File: src/rtl/fpm_pkg.sv
// Package: shared types of the fast-page-mode strobe model.
// Assumes: 4-bit cycle code on the debug port; values are part of the
// block's observable behaviour and must not be renumbered.
package fpm_pkg;

    typedef enum logic [3:0] {
        CYC_NONE     = 4'd0,
        CYC_READ     = 4'd1,
        CYC_EARLY_WR = 4'd2,
        CYC_LATE_WR  = 4'd3,
        CYC_RMW      = 4'd4,
        CYC_ROW_ONLY = 4'd5,
        CYC_CTR_RF   = 4'd6,
        CYC_HIDDEN   = 4'd7,
        CYC_SELF     = 4'd8
    } cyc_e;

    typedef enum logic [1:0] {
        ST_IDLE = 2'd0,
        ST_PAGE = 2'd1,
        ST_RFSH = 2'd2,
        ST_SELF = 2'd3
    } phase_e;

endpackage

File: src/rtl/fpm_cycle_decoder.sv
// Module: fpm_cycle_decoder
// Classifies each strobe cycle from the order of sampled edges and applies
// the output-drive and write-latch rules of that cycle kind.
// Assumes: inputs are already sampled (aligned); an edge is a change
// between consecutive samples; edges in the same sample are taken as
// column-strobe first.
module fpm_cycle_decoder
    import fpm_pkg::*;
#(
    parameter int ROW_W       = 3,
    parameter int COL_W       = 3,
    parameter int DQ_W        = 4,
    parameter int SELF_CYCLES = 64
) (
    input  logic                   clk,
    input  logic                   rst_n,
    input  logic                   ras_l,
    input  logic                   cas_l,
    input  logic                   we_l,
    input  logic                   oe_l,
    input  logic [ROW_W-1:0]       row_in,
    input  logic [COL_W-1:0]       col_in,
    input  logic [DQ_W-1:0]        din,
    input  logic [DQ_W-1:0]        rd_word,
    input  logic [ROW_W-1:0]       rfsh_row,
    output logic                   wr_en,
    output logic [ROW_W+COL_W-1:0] wr_addr,
    output logic [DQ_W-1:0]        wr_data,
    output logic [ROW_W+COL_W-1:0] rd_addr,
    output logic                   rfsh_inc,
    output logic                   dq_oe,
    output logic [DQ_W-1:0]        dq_out,
    output logic [3:0]             cyc_type,
    output logic [ROW_W-1:0]       dbg_row
);

    localparam int CNT_W = $clog2(SELF_CYCLES + 1);

    logic             ras_p, cas_p, we_p;
    phase_e           st;
    logic [ROW_W-1:0] row_q;
    logic [COL_W-1:0] col_q;
    logic             had_cas, acc_live, rd_cyc, oe_seen, drv;
    logic [DQ_W-1:0]  dout;
    cyc_e             typ;
    logic [ROW_W-1:0] dbg_q;
    logic [CNT_W-1:0] self_cnt;

    logic ras_fall, ras_rise, cas_fall, cas_rise, we_fall;
    logic in_page, early_hit, late_new, late_old;

    // edge flags between consecutive samples
    always_comb begin
        ras_fall = ras_p & ~ras_l;
        ras_rise = ~ras_p & ras_l;
        cas_fall = cas_p & ~cas_l;
        cas_rise = ~cas_p & cas_l;
        we_fall  = we_p & ~we_l;
    end

    // write qualification: early, late in the CAS sample, late afterwards
    always_comb begin
        in_page   = (st == ST_PAGE) && !ras_rise;
        early_hit = in_page && cas_fall && !we_l && !we_fall;
        late_new  = in_page && cas_fall && we_fall && oe_l;
        late_old  = in_page && !cas_fall && !cas_l && we_fall && rd_cyc && oe_l;
        wr_en     = early_hit || late_new || late_old;
        wr_addr   = {row_q, (cas_fall ? col_in : col_q)};
        wr_data   = din;
        rd_addr   = {row_q, col_in};
        rfsh_inc  = (st == ST_IDLE) && ras_fall && !cas_l;
    end

    // previous strobe levels for edge detection
    always_ff @(posedge clk) begin
        if (!rst_n) begin
            ras_p <= 1'b1;
            cas_p <= 1'b1;
            we_p  <= 1'b1;
        end else begin
            ras_p <= ras_l;
            cas_p <= cas_l;
            we_p  <= we_l;
        end
    end

    // cycle phase, classification and output-drive state
    always_ff @(posedge clk) begin
        if (!rst_n) begin
            st       <= ST_IDLE;
            row_q    <= '0;
            col_q    <= '0;
            had_cas  <= 1'b0;
            acc_live <= 1'b0;
            rd_cyc   <= 1'b0;
            oe_seen  <= 1'b0;
            drv      <= 1'b0;
            dout     <= '0;
            typ      <= CYC_NONE;
            dbg_q    <= '0;
            self_cnt <= '0;
        end else begin
            case (st)
                ST_IDLE: begin
                    if (ras_fall) begin
                        if (!cas_l) begin
                            st       <= ST_RFSH;
                            typ      <= acc_live ? CYC_HIDDEN : CYC_CTR_RF;
                            dbg_q    <= rfsh_row;
                            self_cnt <= '0;
                        end else begin
                            st      <= ST_PAGE;
                            row_q   <= row_in;
                            dbg_q   <= row_in;
                            had_cas <= 1'b0;
                        end
                    end
                end
                ST_PAGE: begin
                    if (ras_rise) begin
                        st <= ST_IDLE;
                        if (!had_cas) typ <= CYC_ROW_ONLY;
                    end else if (cas_fall) begin
                        had_cas  <= 1'b1;
                        acc_live <= 1'b1;
                        col_q    <= col_in;
                        if (early_hit) begin
                            typ    <= CYC_EARLY_WR;
                            drv    <= 1'b0;
                            rd_cyc <= 1'b0;
                        end else if (late_new) begin
                            typ    <= CYC_LATE_WR;
                            drv    <= 1'b0;
                            rd_cyc <= 1'b0;
                        end else begin
                            typ     <= CYC_READ;
                            drv     <= 1'b1;
                            dout    <= rd_word;
                            rd_cyc  <= 1'b1;
                            oe_seen <= !oe_l;
                        end
                    end else if (late_old) begin
                        typ    <= oe_seen ? CYC_RMW : CYC_LATE_WR;
                        drv    <= 1'b0;
                        rd_cyc <= 1'b0;
                    end else if (rd_cyc && !oe_l) begin
                        oe_seen <= 1'b1;
                    end
                end
                ST_RFSH: begin
                    if (ras_rise) begin
                        st <= ST_IDLE;
                    end else if (self_cnt == CNT_W'(SELF_CYCLES - 1)) begin
                        st  <= ST_SELF;
                        typ <= CYC_SELF;
                    end else begin
                        self_cnt <= self_cnt + CNT_W'(1);
                    end
                end
                default: begin
                    if (ras_rise) st <= ST_IDLE;
                end
            endcase
            if (cas_rise) begin
                drv      <= 1'b0;
                rd_cyc   <= 1'b0;
                acc_live <= 1'b0;
            end
        end
    end

    assign dq_oe    = drv && !oe_l;
    assign dq_out   = dout;
    assign cyc_type = typ;
    assign dbg_row  = dbg_q;


    reset_clear_chk: assert property (@(posedge clk)
        !rst_n |=> (cyc_type == 4'(CYC_NONE) && !dq_oe));


    early_quiet_chk: assert property (@(posedge clk) disable iff (!rst_n)
        (cyc_type == 4'(CYC_EARLY_WR)) |-> !dq_oe);


    cas_rise_off_chk: assert property (@(posedge clk) disable iff (!rst_n)
        cas_rise |=> !dq_oe);


    ctr_step_chk: assert property (@(posedge clk) disable iff (!rst_n)
        (st == ST_IDLE && ras_fall && !cas_l)
            |=> (rfsh_row == ROW_W'($past(rfsh_row) + ROW_W'(1))));


    row_only_chk: assert property (@(posedge clk) disable iff (!rst_n)
        (st == ST_PAGE && ras_rise && !had_cas)
            |=> (cyc_type == 4'(CYC_ROW_ONLY) && !dq_oe));


    self_code_chk: assert property (@(posedge clk) disable iff (!rst_n)
        (st == ST_SELF) |-> (cyc_type == 4'(CYC_SELF)));

endmodule

File: config.mk
export PLATFORM = sky130hd
export DESIGN_NAME = fpm_cycle_decoder
export DESIGN_NICKNAME = d
export VERILOG_FILES = /design/src/rtl/fpm_pkg.sv /design/src/rtl/fpm_cycle_decoder.sv
export SDC_FILE = /design/constraint.sdc
export NUM_CORES = 1
export LEC_CHECK = 0
export BUFFER_PORTS_ARGS = -buffer_cell sky130_fd_sc_hd__buf_2
export CORE_MARGIN = 8
export CORE_UTILIZATION = 30
export CTS_CLUSTER_SIZE = 10
export DETAILED_ROUTE_END_ITERATION = 7
export PLACE_DENSITY = 0.55
export SYNTH_ARGS = -nofsm -noshare
export SYNTH_HDL_FRONTEND = slang
export SYNTH_SLANG_ARGS = --single-unit
export TNS_END_PERCENT = 5
File: constraint.sdc
create_clock -name clk -period 2 [get_ports clk]
set_input_delay 0.2 -clock clk [delete_from_list [all_inputs] [get_ports clk]]
set_output_delay 0.2 -clock clk [all_outputs]
set_load 0.05 [all_outputs]
==> results of run 1 <==
[logic make-up (layout without fill, tap and decap cells)]
kind of cell	Yosys count	count (layout)
compound gates	40	40
buf+inv	28	67
xor+xnor	2	2
mux	11	11
fa+ha+maj	4	4
simple gates	91	91
flops	33	33
[cells in the mapped netlist (all sizes together) (4+ instances only)]
cell type and count:
a21oi 13, mux2i 11, ha 4, clkbuf 6, nor3 4, nand2 34
nor2 21, nand2b 8, nand3 5, buf 14, o21ai 7, inv 7
dfxtp 33
[registers in the layout (all words and copies together) (netlist names)]
register	cells
acc_live	1
cas_p	1
we_p	1
ras_p	1
drv	1
cyc_type	4
dq_out	4
had_cas	1
row_q	3
self_cnt	7
st	2
oe_seen	1
dbg_row	3
col_q	3
[metrics by stage]
| step | setup WS [ns] | area, um^2 | std cells | util [%] | TNS (ns) |
|---|---|---|---|---|---|
| final | 0.104 | 2080 | 320 | 37.6 | 0 |
| after global routing | -0.00000533 | 2080 | 320 | 37.6 | -0.00000533 |
| after CTS | 0.0440 | 2070 | 319 | 37.4 | 0 |
| after global placement | 0.196 | 1950 | 311 | 35.1 | 0 |
| after floorplan | 0.0348 | 1720 | 209 | - | 0 |
| after detailed placement | 0.136 | 1950 | 311 | 35.1 | 0 |
[timing repair]
| item | CTS | global route |
|---|---|---|
| setup endpoints to repair | 1 | 9 |
| endpoints found under the hold margin | 0 | 0 |
| cloned | 0 | 0 |
| resized for setup | 2 | 3 |
| setup buffers | 0 | 1 |
| pin swaps | 0 | 3 |
[cell type report]
cell class,instances,area share [%]
sequential,33,31.8
tap,72,4.32
clock inverter,2,1.80
timing repair buffer,51,13.1
clock buffer,6,3.96
inverter,8,1.44
multi-input combinational,148,43.6
[power groups by stage]
stage / logic, mW / registers (mW) / clock network (mW)
after floorplan: 0.755 / 1.01 / 0
after global placement: 1.12 / 0.844 / 0
after detailed placement: 1.12 / 0.850 / 0
after CTS: 1.13 / 0.835 / 0.680
after global routing: 1.25 / 0.849 / 0.709
final: 1.15 / 0.835 / 0.652
[worst min-delay path by stage]
stage	slack (ns)	cells past startpoint	start	to
finish	0.14	3	rd_word[0]	dq_out[0]
detailed placement	0.40	0	din[3]	wr_data[3]
global route	0.14	2	we_l	we_p
CTS	0.13	3	rd_word[0]	dq_out[0]
global placement	0.40	0	din[3]	wr_data[3]
floorplan	0.27	1	rst_n	we_p
[routing by layer]
| metal | part of all wire [%] | wire length (um) | global-route usage [%] | vias up |
|---|---|---|---|---|
| met5 | 0 | 0 | 0 | - |
| met4 | 1.3 | 54 | 3.62 | 0 |
| met3 | 4.6 | 186 | 3.42 | 9 |
| met2 | 43 | 1750 | 15.5 | 41 |
| met1 | 51 | 2040 | 12.4 | 671 |
| li1 | - | - | - | 788 |
[critical path, delay by kind of cell (launching register included)]
| family | cells | cell delay (ns) |
|---|---|---|
| and+or+nand+nor | 3 | 0.45 |
| buffers and inverters | 2 | 0.36 |
| adders and majority gates | 1 | 0.28 |
| DFF | 1 | 0.33 |
==> out/metrics.yaml, run 1 <==
rr_startpoint: "st[0]"
drt_iter0_markers: 62
synthXorXnorAreaFrac_pct: 1.02
first_pass_iters: 4
maxCapViolations: 0
cts_root_buf: "clkbuf_8"
rr_worst_depth: 7
holdWs_ns: 0.142
synth.avg_cell_area_um2: 8.23
arrival_ns: 1.70
numCtsBuffers: 5
grt_pass1_vias: 1511
syn_to_final_growth_pct: 21.1
path_cells: "inv_1, ha_2, and2_2, nand2_1, nor2_2, buf_2"
insertion_delay_ns: 0.28
cp-start-kind: "flip-flop"
fmax_ghz: 0.527
wl_mm: 4.03
netlist.top_cell.by_area: "dfxtp_1"
tightestPinTransition_ns: 0.393
ys_ff_latch: 33
gr-usage-all-layers_pct: 9.94
p_leak_nw: 0.945
synth-edff-count: 0
synth_fa_ha_area_share_pct: 2.91
routabilityCongestion: 0.794
slew_viol_final: 0
htreeDepth: 2
multiInputGateArea_um2: 908
rsz0062_at_grt: "yes"
period_minus_slack_ns: 1.90
cp_max_fo: 9
yosys.area_share.simple_pct: 26.1
layout.area.seq_um2: 662
sw_frac_of_total_pct: 40.1
synth_cells: 209
rr_endpoint: "self_cnt[4]"
synth_area_leaders: "dfxtp_1, nand2_1, mux2i_1"
final_common_cell: "buf_2"
internal-power_mw: 1.58
p_comb_share_pct: 43.6
async_reset_ff_share_pct: 0
grt_max_degree: 16
ctsLongestPathBuffers: 2
antennaDiodeCount: 0
switching_power_mw: 1.06
pwr-share-seq_pct: 31.7
io_buffers: 44
fin_crit_sh_pct: 94.8
ys_warn_count: 0
synth_seq_area_share_pct: 38.4
grt_pass1_wl_mm: 6.92
final_cell_mix: "buf_2, nand2_1, dfxtp_1"
crit_end: "wr_en"
slew_headroom_pct: 73.5
slowest_stage: "dfxtp_1"
clockPowerShare_pct: 24.8
wl_per_cell_um: 12.6
synthFlopType: "dfxtp_1"
setup_viol: 0
num_io_pins: 53
ant_nets: 0
core_area_um2: 5540
fin_nets: 274
powerDensity_nw_per_um2: 1260
cts_hold_buf: 0
cts_tree: "built"
initial_core_util_pct: 31.1
syn_nets: 236
layout-drive-gt1-share_pct: 28.6
finalPower_mw: 2.63
hold_viol: 0
rrSetupSlack_ns: 0.16
fp.dieW_um: 91.7
synth_top_area_share_pct: 38.4
remaining_drc_errors: 0
synth.area.mux_share_pct: 6.40
critPathKind: "flip-flop to output pin"
overflow: 0
die_y_um: 91.7
dr_total_vias: 1509
rows: 27
antenna_found_initial: 0
ys_types: 46
hold_path.class: "primary input to flip-flop"
die-area_um2: 8410
synth-compound-area-share_pct: 15.7
crit_path_end_kind: "output pin"
dpl.hpwl_mm: 3.09
synth_top_family_by_area: "simple AND/OR/NAND/NOR gates"
fillCellCount: 605
clkSlewWorstSetupHoldPaths_ns: 0.07
crit_start: "st[1]"
vias_per_cell: 4.72
required_ns: 1.80
fin_worst_skew_ns: 0.00877
slowest_delay_ns: 0.33
run_status: "completed"
cts.sinks: 33
syn-cell-area_um2: 1720
max-vdd-ir-drop_uv: 545
(Power assumes the default switching activity.)
==> run 2, diff against run 1 <==
--- a/config.mk
+++ b/config.mk
@@ -10,2 +10,3 @@
 export CORE_UTILIZATION = 30
+export CTS_BUF_LIST = sky130_fd_sc_hd__clkbuf_4 sky130_fd_sc_hd__clkbuf_8
 export CTS_CLUSTER_SIZE = 10
--- a/constraint.sdc
+++ b/constraint.sdc
@@ -3,2 +3,2 @@
 set_output_delay 0.2 -clock clk [all_outputs]
-set_load 0.05 [all_outputs]
+set_load 0.1 [all_outputs]
==> run 2 against run 1 <==
  * Core utilization increased by 0.68 points
  * Flip-flop and latch count unchanged
  * Via count increased by 2.5%
  * Sequential share of layout area decreased by 0.62 points
  * Cell area increased by 1.8%
  * Clock power decreased by 2%
  * Critical path type unchanged
==> out/metrics.yaml, run 2 (synthesized netlist as in run 1, its figures left out) <==
run_status: "completed"
initial_core_util_pct: 31.1
cp-start-kind: "flip-flop"
powerDensity_nw_per_um2: 1370
crit_path_end_kind: "output pin"
critPathKind: "flip-flop to output pin"
slowest_delay_ns: 0.43
p_leak_nw: 0.952
ctsLongestPathBuffers: 2
vias_per_cell: 4.82
cts_tree: "built"
die_y_um: 91.7
fin_worst_skew_ns: 0.00920
grt_pass1_wl_mm: 7.11
largest_reg_flops: 7
arrival_ns: 1.72
insertion_delay_ns: 0.29
antenna_found_initial: 0
fmax_ghz: 0.520
num_io_pins: 53
cp_max_fo: 8
antennaDiodeCount: 0
routabilityCongestion: 0.783
required_ns: 1.80
syn_to_final_growth_pct: 23.3
holdWs_ns: 0.142
fin_crit_sh_pct: 96.2
numCtsBuffers: 5
cts_root_buf: "clkbuf_8"
drt_iter0_markers: 81
hold_path.class: "primary input to flip-flop"
final_cell_mix: "buf_2, nand2_1, dfxtp_1"
cts_hold_buf: 0
dp_slack_ns: 0.128
final_common_cell: "buf_2"
layout.cells.non_filler: 321
period_minus_slack_ns: 1.92
tightestPinTransition_ns: 0.500
grt_max_degree: 16
htreeDepth: 2
slowest_stage: "dfxtp_1"
fillCellCount: 573
clkSlewWorstSetupHoldPaths_ns: 0.08
wl_per_cell_um: 13.1
cts_setup_buffers: 0
die-area_um2: 8410
fp.dieW_um: 91.7
path_cells: "nand2b_1, and2_2, nand2_1, nor2_4, buf_12"
first_pass_iters: 4
dp.cells: 313
fin_area_um2: 2120
core_area_um2: 5540
fin_nets: 275
dpl.hpwl_mm: 3.23
max_flop_register: "self_cnt"
layout-drive-gt1-share_pct: 28.1
grt_pass1_vias: 1585
gr-usage-all-layers_pct: 10.3
finalPower_mw: 2.91
rows: 27
overflow: 0
remaining_drc_errors: 0
maxCapViolations: 0
fin_ws_ns: 0.0770
post_dp_cell_area_um2: 2000
slew_headroom_pct: 66.9
io_buffers: 44
rsz0062_at_grt: "no"
ant_nets: 0
slew_viol_final: 0
dr_total_vias: 1546
setup_viol: 0
cts.sinks: 33
hold_viol: 0
max-vdd-ir-drop_uv: 464
wl_mm: 4.19
==> run 2: layer usage <==
metal	GRT usage (%)	vias up	routed length, um
met5	0	-	0
met4	5.77	0	80
met3	2.77	7	164
met2	16.9	47	1920
met1	11.9	703	2030
li1	-	789	-
==> run 2: path summary, 6_finish.rpt <==
path | start | end | slack [ns] | cells after the start
min reg2reg | self_cnt[6] | self_cnt[6] | 0.45 | 1
max | ras_p | wr_en | 0.08 | 5
max reg2reg | st[0] | cyc_type[0] | 0.11 | 8
min | rd_word[3] | dq_out[3] | 0.14 | 3
==> run 2: critical path: cells and delay by family, from the launching register on <==
kind / cells / cell delay, ns
and+or+nand+nor: 4 / 0.83
DFF: 1 / 0.43
buffers and inverters: 1 / 0.18
==> run 2: layout make-up <==
type | instances | area, um^2 | share of cell area [%]
Inverter | 8 | 30.0 | 1.42
Timing Repair Buffer | 52 | 310 | 14.6
Clock buffer | 5 | 68.8 | 3.24
Sequential cell | 33 | 661 | 31.2
Multi-Input combinational cell | 148 | 915 | 43.1
Tap cell | 72 | 90.1 | 4.25
Clock inverter | 3 | 46.3 | 2.18
==> run 2: what timing repair did <==
item	4_1_cts	5_1_grt
pin swaps	0	0
cloned	0	0
resized for setup	1	2
hold endpoints to repair	0	0
endpoints found under the setup margin	1	2
==> run 2: stage by stage <==
step	util (%)	TNS (ns)
finish	38.3	0
global placement	36.1	0
floorplan	-	-0.0191
detailed placement	36.1	0
CTS	38.2	0
global route	38.3	0
==> run 2: report_power, final <==
part	switching, mW	internal [mW]
combinational	1.04	0.404
clock	0.268	0.373
sequential	0.0643	0.763
total	1.37	1.54
==> run 3, diff against run 2 <==
Settings changed: ABC_AREA from default to 1.
==> run 3 against run 2 <==
  * Wire length up 1.3%
  * Core utilization down 1.8 points
  * Sequential power up 4.5%
  * Count of clock-buffer cells in the layout up 3
  * Clock skew down 0.0061 ns
  * Power up 13%
  * Setup slack better by 0.072 ns
  * Combinational power up 32%
  * Synthesized cell count up 26%
  * Final cell count up 17%
==> out/metrics.yaml, run 3 <==
fin_area_um2: 2170
antennaDiodeCount: 0
maxCapViolations: 0
gr-usage-all-layers_pct: 9.93
hold_viol: 0
htreeDepth: 2
dp_slack_ns: 0.344
synth-edff-count: 0
ys_warn_count: 0
period_minus_slack_ns: 1.85
wl_mm: 4.25
overflow: 0
max-vdd-ir-drop_uv: 810
core_area_um2: 5960
fmax_ghz: 0.540
run_status: "completed"
post_dp_cell_area_um2: 2080
fin_ws_ns: 0.149
slew_viol_final: 0
wl_per_cell_um: 11.3
ant_nets: 0
dr_total_vias: 1694
first_pass_iters: 4
p_leak_nw: 1.05
arrival_ns: 1.65
num_io_pins: 53
cp-start-kind: "flip-flop"
powerDensity_nw_per_um2: 1520
cts_root_buf: "clkbuf_8"
async_reset_ff_share_pct: 0
syn_to_final_growth_pct: 17.4
crit_path_end_kind: "output pin"
cts_resized: 0
finalPower_mw: 3.29
required_ns: 1.80
final_common_cell: "nand2_1"
layout-drive-gt1-share_pct: 24.9
critPathKind: "flip-flop to output pin"
ys_types: 31
die_y_um: 94.5
cts_setup_buffers: 0
max_flop_register: "self_cnt"
fin_crit_sh_pct: 92.5
synthFlopType: "dfxtp_1"
synth_top_area_share_pct: 35.7
grt_pass1_vias: 1555
drt_iter0_markers: 84
netlist.top_cell.by_area: "dfxtp_1"
rows: 28
grt_max_degree: 23
cts.sinks: 33
hold_path.class: "primary input to flip-flop"
grt_pass1_wl_mm: 7.18
rsz0062_at_grt: "yes"
final_cell_mix: "nand2_1, nor2_1, buf_2"
clkSlewWorstSetupHoldPaths_ns: 0.07
slew_headroom_pct: 67.5
ctsLongestPathBuffers: 2
fin_nets: 327
ys_ff_latch: 33
vias_per_cell: 4.51
largest_reg_flops: 7
holdWs_ns: 0.134
cts_hold_buf: 0
cp_max_fo: 8
antenna_found_initial: 0
io_buffers: 44
routabilityCongestion: 0.834
synth_cells: 263
fp.dieW_um: 94.5
fin_worst_skew_ns: 0.00311
remaining_drc_errors: 0
utilization_pct: 36.5
insertion_delay_ns: 0.28
ys_top_cells_by_count: "nand2_1, nor2_1, inv_1"
syn-cell-area_um2: 1850
die-area_um2: 8940
synth.avg_cell_area_um2: 7.04
syn_nets: 290
tightestPinTransition_ns: 0.490
cts_tree: "built"
numCtsBuffers: 5
synth_area_leaders: "dfxtp_1, nand2_1, nor2_1"
initial_core_util_pct: 31.1
dpl.hpwl_mm: 3.25
synth_seq_area_share_pct: 35.7
synth_most_common_cell: "nand2_1"
setup_viol: 0
==> run 3: changes by cell type in the layout (fill, tap and decap cells not counted), moves of 4 or more <==
cell | before | now
inv_1 | 7 | 37
nor2_1 | 20 | 44
nand2_1 | 34 | 46
mux2i_1 | 11 | 0
nand2b_1 | 8 | 0
o21ai_0 | 7 | 15
buf_4 | 8 | 2
nand3_1 | 5 | 10
o21ai_1 | 0 | 4
==> run 3: cell families (layout without fill, tap and decap cells) <==
group | Yosys count | count (layout) | synth area share, %
and+or+nand+nor | 125 | 125 | 33.0
buffers and inverters | 56 | 94 | 14.7
AOI/OAI and AO/OA | 43 | 43 | 12.9
DFF | 33 | 33 | 35.7
adders and majority gates | 4 | 4 | 2.70
xor gates and xnor gates | 2 | 2 | 0.947
==> run 3: path summary, 6_finish.rpt <==
| path | from | to | slack (ns) | depth (start not counted) |
|---|---|---|---|---|
| hold / removal | we_l | we_p | 0.13 | 3 |
| setup / recovery | st[1] | wr_en | 0.15 | 7 |
| hold reg to reg | row_q[2] | row_q[2] | 0.46 | 2 |
| setup reg to reg | st[0] | cyc_type[2] | 0.40 | 9 |
==> run 3: metrics by stage <==
stage               instances  TNS (ns)
detailed placement        368         0
finish                    376         0
global placement          368         0
CTS                       376         0
floorplan                 263    -0.687
global route              376   -0.0252
==> run 3: worst max-delay path: stages (launching register included) <==
cell and delay [ns]:
dfxtp_1 0.32, inv_1 0.08, ha_2 0.27, nand2_4 0.11, inv_1 0.15, nand2_1 0.11
nor2_2 0.14, buf_12 0.19
==> run 3: power by group <==
group	leakage (nW)	internal, mW	switching [mW]
sequential	0.270	0.795	0.0688
clock	0.0498	0.288	0.236
combinational	0.731	0.444	1.46
total	1.05	1.53	1.76
==> run 3: layer usage <==
layer	vias to the layer above	track usage [%]	part of all wire, %
met1	743	12.9	50
met2	43	14.6	41
li1	900	-	-
met3	8	3.33	6.7
met5	-	0	0
met4	0	4.16	1.6
==> run 3: layout make-up <==
type | instances | area [um^2]
fillers | 658 | 3780
multi-input cells | 174 | 922
flip-flops and latches | 33 | 661
repair buffers | 45 | 245
inverters | 41 | 159
well taps | 75 | 93.8
clock buffers | 8 | 91.3
